`config.mk`:
```
export PLATFORM = sky130hd
export DESIGN_NAME = bus_strobe_gen
export DESIGN_NICKNAME = d
export VERILOG_FILES = /design/src/rtl/bus_strobe_pkg.sv /design/src/rtl/fetch_steer.sv /design/src/rtl/cycle_fsm.sv /design/src/rtl/strobe_shaper.sv /design/src/rtl/bus_strobe_gen.sv
export SDC_FILE = /design/constraint.sdc
export NUM_CORES = 1
export LEC_CHECK = 0
export BUFFER_PORTS_ARGS = -buffer_cell sky130_fd_sc_hd__buf_2
export CORE_AREA = 2 2 39 41
export CTS_CLUSTER_DIAMETER = 100
export DETAILED_ROUTE_END_ITERATION = 7
export DIE_AREA = 0 0 41 43
export GPL_TIMING_DRIVEN = 0
export PLACE_DENSITY_LB_ADDON = 0.08
export SLEW_MARGIN = 20
export SYNTH_ARGS = -nofsm -noshare
export SYNTH_HDL_FRONTEND = slang
export SYNTH_SLANG_ARGS = --single-unit
```
`constraint.sdc`:
```
create_clock -name clk -period 1.8 [get_ports clk]
set_clock_uncertainty 0.1 [all_clocks]
set_input_delay 0.18 -clock clk [delete_from_list [all_inputs] [get_ports clk]]
set_output_delay 0.18 -clock clk [all_outputs]
set_load 0.03 [all_outputs]
```
`src/rtl/bus_strobe_pkg.sv`:
```
package bus_strobe_pkg;

    // machine cycle geometry
    localparam int PH_W       = 4;
    localparam int PHASES     = 12;
    localparam int CYC_START  = 0;

    // strobe windows (inclusive phase indices)
    localparam int ALE_A_LO   = 1;
    localparam int ALE_A_HI   = 2;
    localparam int ALE_B_LO   = 7;
    localparam int ALE_B_HI   = 8;
    localparam int RD_A_LO    = 3;
    localparam int RD_A_HI    = 5;
    localparam int RD_B_LO    = 9;
    localparam int RD_B_HI    = 11;

    typedef enum logic [2:0] {
        ST_WAIT,
        ST_FETCH_INT,
        ST_FETCH_EXT,
        ST_DATA_EXT,
        ST_ALE_QUIET
    } cyc_state_e;

    typedef struct packed {
        logic ale;
        logic ale_oe;
        logic psen_n;
    } strobe_t;

    localparam strobe_t STROBE_REST = '{ale: 1'b0, ale_oe: 1'b1, psen_n: 1'b1};

    function automatic logic in_window(input logic [PH_W-1:0] ph, input int lo, input int hi);
        return (int'(ph) >= lo) && (int'(ph) <= hi);
    endfunction

endpackage

```
`src/rtl/fetch_steer.sv`:
```
module fetch_steer #(
    parameter int ADDR_W    = 16,
    parameter int INT_BYTES = 4096
) (
    input  logic              clk,
    input  logic              rst_n,
    input  logic              ea_pin,
    input  logic [ADDR_W-1:0] fetch_addr,
    output logic              ext_fetch
);
    localparam logic [ADDR_W-1:0] INT_LIMIT = ADDR_W'(INT_BYTES);

    logic ea_held;

    // pin level follows the input only while reset is asserted
    always_ff @(posedge clk) begin
        if (!rst_n) begin
            ea_held <= ea_pin;
        end
    end

    always_comb begin
        ext_fetch = (!ea_held) || (fetch_addr >= INT_LIMIT);
    end

    assert_ea_held_R9: assert property (@(posedge clk) disable iff (!rst_n)
        ea_held == $past(ea_held));

endmodule

```
`src/rtl/cycle_fsm.sv`:
```
module cycle_fsm
    import bus_strobe_pkg::*;
(
    input  logic            clk,
    input  logic            rst_n,
    input  logic [PH_W-1:0] phase,
    input  logic            ext_fetch,
    input  logic            data_cyc,
    input  logic            mv_instr,
    input  logic            ale_off,
    output cyc_state_e      state_nxt
);
    cyc_state_e state;
    cyc_state_e kind;

    // classify: priority data cycle, external fetch, quiet, internal
    always_comb begin
        if (data_cyc) begin
            kind = ST_DATA_EXT;
        end else if (ext_fetch) begin
            kind = ST_FETCH_EXT;
        end else if (ale_off && !mv_instr) begin
            kind = ST_ALE_QUIET;
        end else begin
            kind = ST_FETCH_INT;
        end
    end

    always_comb begin
        if (int'(phase) == CYC_START) begin
            state_nxt = kind;
        end else begin
            state_nxt = state;
        end
    end

    always_ff @(posedge clk or negedge rst_n) begin
        if (!rst_n) begin
            state <= ST_WAIT;
        end else begin
            state <= state_nxt;
        end
    end

    assert_kind_changes_at_start_R10: assert property (@(posedge clk) disable iff (!rst_n)
        (state != $past(state)) |-> (int'($past(phase)) == CYC_START));

endmodule

```
`src/rtl/strobe_shaper.sv`:
```
module strobe_shaper
    import bus_strobe_pkg::*;
(
    input  logic            clk,
    input  logic            rst_n,
    input  logic [PH_W-1:0] phase,
    input  cyc_state_e      state_nxt,
    output strobe_t         pins
);
    strobe_t pins_d;
    logic    ale_a, ale_b, rd_win;

    always_comb begin
        ale_a  = in_window(phase, ALE_A_LO, ALE_A_HI);
        ale_b  = in_window(phase, ALE_B_LO, ALE_B_HI);
        rd_win = in_window(phase, RD_A_LO, RD_A_HI) || in_window(phase, RD_B_LO, RD_B_HI);
    end

    always_comb begin
        pins_d = STROBE_REST;
        unique case (state_nxt)
            ST_WAIT: begin
                pins_d = STROBE_REST;
            end
            ST_FETCH_INT: begin
                pins_d.ale = ale_a || ale_b;
            end
            ST_FETCH_EXT: begin
                pins_d.ale    = ale_a || ale_b;
                pins_d.psen_n = !rd_win;
            end
            ST_DATA_EXT: begin
                pins_d.ale = ale_b;
            end
            ST_ALE_QUIET: begin
                pins_d.ale    = 1'b1;
                pins_d.ale_oe = 1'b0;
            end
            default: begin
                pins_d = STROBE_REST;
            end
        endcase
    end

    always_ff @(posedge clk or negedge rst_n) begin
        if (!rst_n) begin
            pins <= STROBE_REST;
        end else begin
            pins <= pins_d;
        end
    end

    assert_read_opens_in_window_R4: assert property (@(posedge clk) disable iff (!rst_n)
        $fell(pins.psen_n) |-> (int'($past(phase)) == RD_A_LO || int'($past(phase)) == RD_B_LO));

    assert_data_cycle_no_read_R5: assert property (@(posedge clk) disable iff (!rst_n)
        ($past(state_nxt) == ST_DATA_EXT) |-> pins.psen_n);

    assert_released_reads_high_R6: assert property (@(posedge clk) disable iff (!rst_n)
        !pins.ale_oe |-> pins.ale);

endmodule

```
`src/rtl/bus_strobe_gen.sv`:
```
module bus_strobe_gen
    import bus_strobe_pkg::*;
#(
    parameter int ADDR_W    = 16,
    parameter int INT_BYTES = 4096
) (
    input  logic              clk,
    input  logic              rst_n,
    input  logic              ea_pin,
    input  logic [PH_W-1:0]   phase,
    input  logic [ADDR_W-1:0] fetch_addr,
    input  logic              movx_cycle,
    input  logic              movx_movc,
    input  logic              ale_off,
    output logic              ale,
    output logic              ale_oe,
    output logic              psen_n
);
    logic       ext_fetch;
    cyc_state_e state_nxt;
    strobe_t    pins;

    fetch_steer #(.ADDR_W(ADDR_W), .INT_BYTES(INT_BYTES)) u_steer (
        .clk        (clk),
        .rst_n      (rst_n),
        .ea_pin     (ea_pin),
        .fetch_addr (fetch_addr),
        .ext_fetch  (ext_fetch)
    );

    cycle_fsm u_fsm (
        .clk       (clk),
        .rst_n     (rst_n),
        .phase     (phase),
        .ext_fetch (ext_fetch),
        .data_cyc  (movx_cycle),
        .mv_instr  (movx_movc),
        .ale_off   (ale_off),
        .state_nxt (state_nxt)
    );

    strobe_shaper u_shape (
        .clk       (clk),
        .rst_n     (rst_n),
        .phase     (phase),
        .state_nxt (state_nxt),
        .pins      (pins)
    );

    always_comb begin
        ale    = pins.ale;
        ale_oe = pins.ale_oe;
        psen_n = pins.psen_n;
    end

    assert_latch_and_read_disjoint_R1: assert property (@(posedge clk) disable iff (!rst_n)
        !(ale && ale_oe && !psen_n));

    assert_latch_rises_in_slot_R1: assert property (@(posedge clk) disable iff (!rst_n)
        ($rose(ale) && ale_oe) |-> (int'($past(phase)) == ALE_A_LO || int'($past(phase)) == ALE_B_LO));

endmodule

```
* After elaboration in Yosys (flattened, before gate mapping)
Cells that the tools add are included.
W data, S select, Z words.
** Storage, ports and cells
- Register bits :: 7
- Logic and storage cells :: 38
- Output and inout port bits :: 3
- Input bits :: 26
** Operators by class
- $lt $le $gt $ge :: 9
- Reductions and logical operators :: 13
- Equality and inequality tests :: 4
- Muxes and demuxes :: 7
** Operator list (count)
- $ge A16 B13 Y1 const B :: 1
- $mux W3 :: 4
- $le A4 B4 Y1 const B :: 2
- $eq A3 B2 Y1 const B :: 2
- $logic_and A1 B1 Y1 :: 5
- $ge A4 B1 Y1 const B :: 1
- $ge A4 B2 Y1 const B :: 1
- $ge A4 B3 Y1 const B :: 1
- $ge A4 B4 Y1 const B :: 1
- $le A4 B2 Y1 const B :: 1
- $le A4 B3 Y1 const B :: 1
- $logic_not A4 Y1 :: 1
- $eq A3 B1 Y1 const B :: 1
- $eq A3 B3 Y1 const B :: 1
- $logic_not A1 Y1 :: 3
- $logic_or A1 B1 Y1 :: 3
- $pmux W1 S3 :: 1
- $mux W1 :: 2
- $reduce_or A2 Y1 :: 1

* Depth between registers and ports, before layout
Gate-level depths: netlist of run 1.
- Word-level depth :: 9
- Depth in mapped cells :: 6
- Gate-level depth less buffers :: 5

* By module
From an unflattened synthesis of run 1, not the netlist that was laid out.
** Unflattened totals
- Cells, all modules :: 34
- Area total of the unflattened synthesis :: 364.1 µm²
** By module, submodules not included
- strobe_shaper :: area each 167.7 µm², instances 1, cells an instance 16, seq. area each 77.6 µm²
- cycle_fsm :: area each 152.6 µm², instances 1, cells an instance 14, seq. area each 75.1 µm²
- fetch_steer :: area each 43.8 µm², instances 1, cells an instance 4, seq. area each 30.0 µm²

* Worst setup path before layout of run 1
No wires, ideal clock.
- Path type :: input to register
- Start point :: in phase[1]
- End point :: reg, netlist name u_shape.pins[2]
- Setup time :: 104 ps
- Cell stages on the path :: 5
- Arrival time :: 1313 ps
- Data required time :: 1596 ps
- Buffers on the path :: 1
- Setup slack :: 283 ps
- Path through :: buf_6 -> nor4_4 -> mux2_2 -> and4b_1 -> o41ai_2
** RTL lines
- start, declared :: RTL line bus_strobe_gen.sv:10 : input logic [PH_W-1:0] phase,

==> metrics.md, run 1 <==
| Metric | Value |
|---|---|
| Sw power | `0.0001154 W` |
| Actual slew at the worst max-slew pin | `0.4223 ns` |
| Overflow left after global routing | `0` |
| Internal Power | `0.0002996 W` |
| Top cells by instance count after synthesis | `nor2_1, dfrtp_1, a21oi_1` |
| Accumulated negative setup slack | `0 ns` |
| Final hold violations | `0` |
| Avg Cell Area, Syn | `10.60 um2` |
| Number of global-route vias before repair | `380` |
| Die Height | `43 um` |
| Core area | `1384 um2` |
| Cts bufs inserted | `3` |
| Clock buffer depth | `2` |
| Post-DRT Antenna Nets | `0` |
| Placement Cell Area | `514.2 um2` |
| Sequential power share | `44.0%` |
| Post-cts resize count | `0` |
| Final setup viols | `0` |
| Die W | `41 um` |
| Unrepaired setup endpoints after global routing | `no` |
| Max Cap Viol | `0` |
| Vias per inst | `5.066` |
| DP HPWL | `743.9 um` |
| Clk root buf | `clkbuf_4` |
| Number of clock sinks | `7` |
| Switching Fraction | `27.80%` |
| Yosys cell types | `27` |
| Setup crit start kind | `input pin` |
| FMAX | `712.2 MHz` |
| Hold depth | `3` |
| GP Congestion | `0.7301` |
| Clock transition at path regs | `0.05 ns` |
| Leakage | `0.2229 nW` |
| First-pass iteration count of the detailed router | `4` |
| Vias | `385` |
| Flops & latches, synth | `7` |
| DR WL/cell | `11.78 um` |
| Clock power frac | `34.3%` |
| Post-Synthesis Net Count | `66` |
| Post-Syn Instances | `40` |
| Post-synth top area share | `23.60%` |
| Syn-to-layout area delta | `32.15%` |
| Worst slew margin | `71.45%` |
| Critical Path AT | `1.46 ns` |
| Maximum number of pins on one net before global-route repair | `10` |
| Area contributors post-synth | `dfrtp_1, dfstp_2, edfxtp_1, nor2_1, nor4_4` |
| Total GRT Usage | `13.87%` |
| Fin nets | `87` |
| Post-synthesis async set-or-reset flop share | `85.71%` |
| ANT cells | `0` |
| Clock Latency Late Sink | `0.25 ns` |
| Iter 0 DRT Violations | `3` |
| Initial Utilization | `30.65%` |
| Area leader, netlist | `dfrtp_1` |
| Max rail drop VDD | `0.0002425 V` |
| Die area | `1763 um2` |
| Fill cells | `143` |
| Layout cells sized above 1 | `45.00%` |
| Register area share after synthesis | `43.07%` |
| Crit path max fanout | `3` |
| Fin area | `560.5 um2` |
| # DRC | `0` |
| Hold crit path type | `in2reg` |
| Fin. max-slew vios | `0` |
| Comb power frac | `21.6%` |
| EDFF count, synth | `1` |
| Count leader, synth | `nor2_1` |
| First-pass GRT wire length | `1566 um` |
| Initial antenna violation count | `0` |
| Crit path capture type | `flip-flop` |
| H-tree Lvls | `1` |
| Final WL | `895 um` |
| Synth Cell Area | `424.2 um2` |
| CTS tree | `built` |
| Synth Warn # | `0` |
| PD cells | `740.2 nW/um2` |
| Fin crit period | `1.404 ns` |
| Row cnt | `14` |
| Count of buffers from port buffering | `14` |
| Tcrit/Tclk final | `78.00%` |
| R2R cell count | `4` |
| WP data required | `1.85 ns` |
| Synth Flop Type | `dfrtp_1` |
| Crit Path Class | `in2reg` |
| Run status | `completed` |
| Io pins | `29` |
[path summary, 6_finish.rpt]
check / slack [ns] / start / endpoint
max in group asynchronous: 1.19 / rst_n / u_shape.pins[1]$_DFF_PN1_
min in group asynchronous: 0.18 / rst_n / u_fsm.state[1]$_DFF_PN0_
worst max-delay path: 0.40 / fetch_addr[14] / u_shape.pins[2]$_DFF_PN0_
worst min register to register: 0.36 / u_fsm.state[1]$_DFF_PN0_ / u_shape.pins[0]$_DFF_PN1_
worst min-delay path: 0.15 / phase[1] / u_shape.pins[0]$_DFF_PN1_
worst max register to register: 0.42 / u_steer.ea_held$_DFFE_PN_ / u_shape.pins[2]$_DFF_PN0_
[timing repair]
item	in CTS	in global routing
buffers inserted	0	0
endpoints found under the hold margin	7	0
hold buffers	2	0
[routing by layer]
| layer | routed length, um | vias to the layer above | GRT usage [%] |
|---|---|---|---|
| met2 | 504 | 10 | 22.19 |
| met4 | 28 | 0 | 12.00 |
| met3 | 46 | 4 | 3.141 |
| met5 | 0 | - | 0 |
| met1 | 316 | 181 | 13.86 |
| li1 | - | 190 | - |
[flip-flops by register name, indices dropped and copies added (netlist names)]
register / flops
u_steer.ea_held: 1
u_fsm.state: 3
u_shape.pins: 3
[cell usage in the layout (no fill, tap or decap), drive strengths merged]
| master | instances |
|---|---|
| nand2b | 1 |
| nor3 | 2 |
| o21ai | 2 |
| nor2 | 6 |
| nand4 | 1 |
| dfrtp | 4 |
| o41ai | 1 |
| and4b | 1 |
| nand4b | 1 |
| nand3b | 1 |
| nor4b | 1 |
| edfxtp | 1 |
| xnor2 | 1 |
| mux2 | 1 |
| a31oi | 1 |
| nor4 | 2 |
| nor3b | 1 |
| or4 | 1 |
| o31ai | 1 |
| inv | 1 |
| dfstp | 2 |
| a21oi | 3 |
| nand2 | 2 |
| clkbuf | 5 |
| dlygate4sd3 | 2 |
| buf | 15 |
[power by group through the flow]
stage	clock network, W	logic (W)	registers (W)
3_3_place_gp	0	0.0000852	0.000185
5_1_grt	0.000167	0.0000986	0.000185
6_report	0.000142	0.0000897	0.000183
4_1_cts	0.000150	0.0000904	0.000183
3_5_place_dp	0	0.0000872	0.000185
2_1_floorplan	0	0.0000437	0.000196
[area by class of cell]
type                    count  area [um2]  area share (%)
clock buffers               4       26.28           4.687
plain buffers               2       15.01           2.679
inverters                   1       3.754          0.6696
well taps                  16       20.02           3.571
multi-input cells          30       222.7           39.73
flip-flops and latches      7       182.7           32.59
repair buffers             16       90.09           16.07
[stage by stage]
stage	setup WS (ns)	cells	hold WS (ns)	utilization, %	power [W]
after floorplan	0.2832	40	-0.2156	-	0.0002397
after global placement	0.1265	70	-0.08495	37.16	0.0002699
after detailed placement	0.1389	70	-0.08185	37.16	0.0002726
after CTS	0.4062	76	0.1369	40.51	0.0004231
after global routing	0.3248	76	0.1602	40.51	0.0004505
final	0.3960	76	0.1501	40.51	0.0004149
[cell families (layout without fill, tap and decap cells)]
family	after synthesis	in the layout	share of synthesized area (%)
AND/OR/NAND/NOR	20	20	33.63
AO/OA/AOI/OAI	8	8	14.16
flip-flops	7	7	43.07
buffers and inverters	3	23	4.423
XOR/XNOR	1	1	2.065
multiplexers	1	1	2.655
[worst max-delay path, stage by stage]
cell and delay (ns):
buf_2 0.11, nor4_2 0.29, nand3b_1 0.18, mux2_2 0.32
and4b_1 0.20, o41ai_2 0.18
(Power assumes the default switching activity.)
==> inputs of run 2 (changes only) <==
clock period = 1.4 ns   (was 1.8 ns; I/O delays follow)
==> metrics.md, run 2 (synthesis gave the netlist of run 1 again) <==
| Metric | Value |
|---|---|
| Clock buffer depth | `2` |
| Run status | `completed` |
| HP Start | `phase[1]` |
| ANT cells | `0` |
| Leakage | `0.2334 nW` |
| FMAX | `735.5 MHz` |
| Tcrit/Tclk final | `97.11%` |
| Vias | `381` |
| # DRC | `0` |
| Critical Path AT | `1.41 ns` |
| Initial Utilization | `30.65%` |
| Power Total | `0.0005388 W` |
| Initial antenna violation count | `0` |
| Setup crit start | `u_steer.ea_held$_DFFE_PN_` |
| GP Congestion | `0.7417` |
| Vias per inst | `4.948` |
| R2R cell count | `4` |
| Fill cells | `141` |
| H-tree Lvls | `1` |
| Maximum number of pins on one net before global-route repair | `10` |
| Clk root buf | `clkbuf_4` |
| Hold crit path type | `in2reg` |
| Reg-to-Reg Start | `u_steer.ea_held$_DFFE_PN_` |
| Placed insts | `70` |
| Row cnt | `14` |
| Die area | `1763 um2` |
| Syn-to-layout area delta | `37.76%` |
| Final setup viols | `0` |
| Total GRT Usage | `12.50%` |
| Setup crit start kind | `flip-flop` |
| Post-DRT Antenna Nets | `0` |
| Biggest registers after layout | `u_fsm.state x3, u_shape.pins x3, u_steer.ea_held x1` |
| Iter 0 DRT Violations | `1` |
| Core area | `1384 um2` |
| Die Height | `43 um` |
| Max rail drop VDD | `0.0002916 V` |
| Fin. max-slew vios | `0` |
| Die W | `41 um` |
| Commonest non-fill, non-tap cells in the layout | `buf_2, nor2_1, dfrtp_1` |
| Cts bufs inserted | `3` |
| Crit Path Class | `reg2reg` |
| Max Cap Viol | `0` |
| DR WL/cell | `11.43 um` |
| Layout cells sized above 1 | `47.54%` |
| Number of clock sinks | `7` |
| Commonest non-fill, non-tap cell in the layout | `buf_2` |
| PD cells | `922.1 nW/um2` |
| Clock Latency Late Sink | `0.25 ns` |
| Final hold violations | `0` |
| Final WL | `880 um` |
| Unrepaired setup endpoints after global routing | `yes` |
| Hold depth | `3` |
| CTS tree | `built` |
| Overflow left after global routing | `0` |
| Count of buffers from port buffering | `14` |
| WP data required | `1.45 ns` |
| First-pass iteration count of the detailed router | `2` |
| DP HPWL | `701.5 um` |
| Number of global-route vias before repair | `360` |
| Crit path max fanout | `3` |
| Io pins | `29` |
| First-pass GRT wire length | `1414 um` |
| Actual slew at the worst max-slew pin | `0.4393 ns` |
| Fin crit period | `1.360 ns` |
| Clock transition at path regs | `0.05 ns` |
| Worst slew margin | `70.30%` |
| Fin nets | `88` |
| Crit path capture type | `flip-flop` |
| Finished Layout Cells | `77` |
==> run 2: power by group <==
| group | leakage [nW] | total (W) | switching, W | internal [W] |
|---|---|---|---|---|
| combinational | 0.140 | 0.000122 | 0.0000697 | 0.0000524 |
| sequential | 0.0785 | 0.000236 | 0.00000880 | 0.000227 |
| clock | 0.0150 | 0.000180 | 0.0000718 | 0.000109 |
| total | 0.233 | 0.000539 | 0.000150 | 0.000388 |
==> run 2: metal layers <==
metal / wire [um] / GRT usage [%]
met5: 0 / 0
met4: 7 / 12.00
met3: 37 / 1.571
met2: 503 / 20.63
met1: 332 / 12.04
==> run 2: through the flow <==
step | instance area (um2) | hold slack (ns) | setup TNS (ns) | worst slack [ns] | utilization, %
floorplan | 427.9 | -0.2556 | -0.07439 | -0.05035 | -
global placement | 518.0 | -0.1280 | -0.4784 | -0.2246 | 37.43
detailed placement | 518.0 | -0.1273 | -0.5160 | -0.2237 | 37.43
CTS | 564.3 | 0.1050 | 0 | 0.04615 | 40.78
global route | 584.3 | 0.1525 | -0.04194 | -0.02803 | 42.22
finish | 584.3 | 0.1141 | 0 | 0.04041 | 42.22
==> run 2: critical path, stage by stage (launching register included) <==
cell      delay [ns]
edfxtp_1        0.34
nand3b_1        0.14
mux2_4          0.31
and4b_1         0.20
o41ai_2         0.18
==> run 2: what timing repair did <==
item,in CTS,in global routing
endpoints found under the setup margin,0,2
gates resized for setup,0,2
hold endpoints to repair,7,0
setup buffers,0,1
hold buffers,2,0
==> run 2: path summary, 6_finish.rpt <==
kind / end / slack [ns]
max in group asynchronous: u_shape.pins[0]$_DFF_PN1_ / 0.83
hold / removal: u_shape.pins[0]$_DFF_PN1_ / 0.11
setup / recovery: u_shape.pins[2]$_DFF_PN0_ / 0.04
hold reg to reg: u_shape.pins[0]$_DFF_PN1_ / 0.38
setup reg to reg: u_shape.pins[2]$_DFF_PN0_ / 0.04
min in group asynchronous: u_shape.pins[2]$_DFF_PN0_ / 0.14
==> run 2: layout make-up <==
cell class,count,area [um2],share of cell area (%)
plain buffers,2,15.01,2.570
clock buffers,4,26.28,4.497
inverters,1,3.754,0.6424
multi-input cells,30,239.0,40.90
flip-flops and latches,7,182.7,31.26
well taps,16,20.02,3.426
repair buffers,17,97.59,16.70
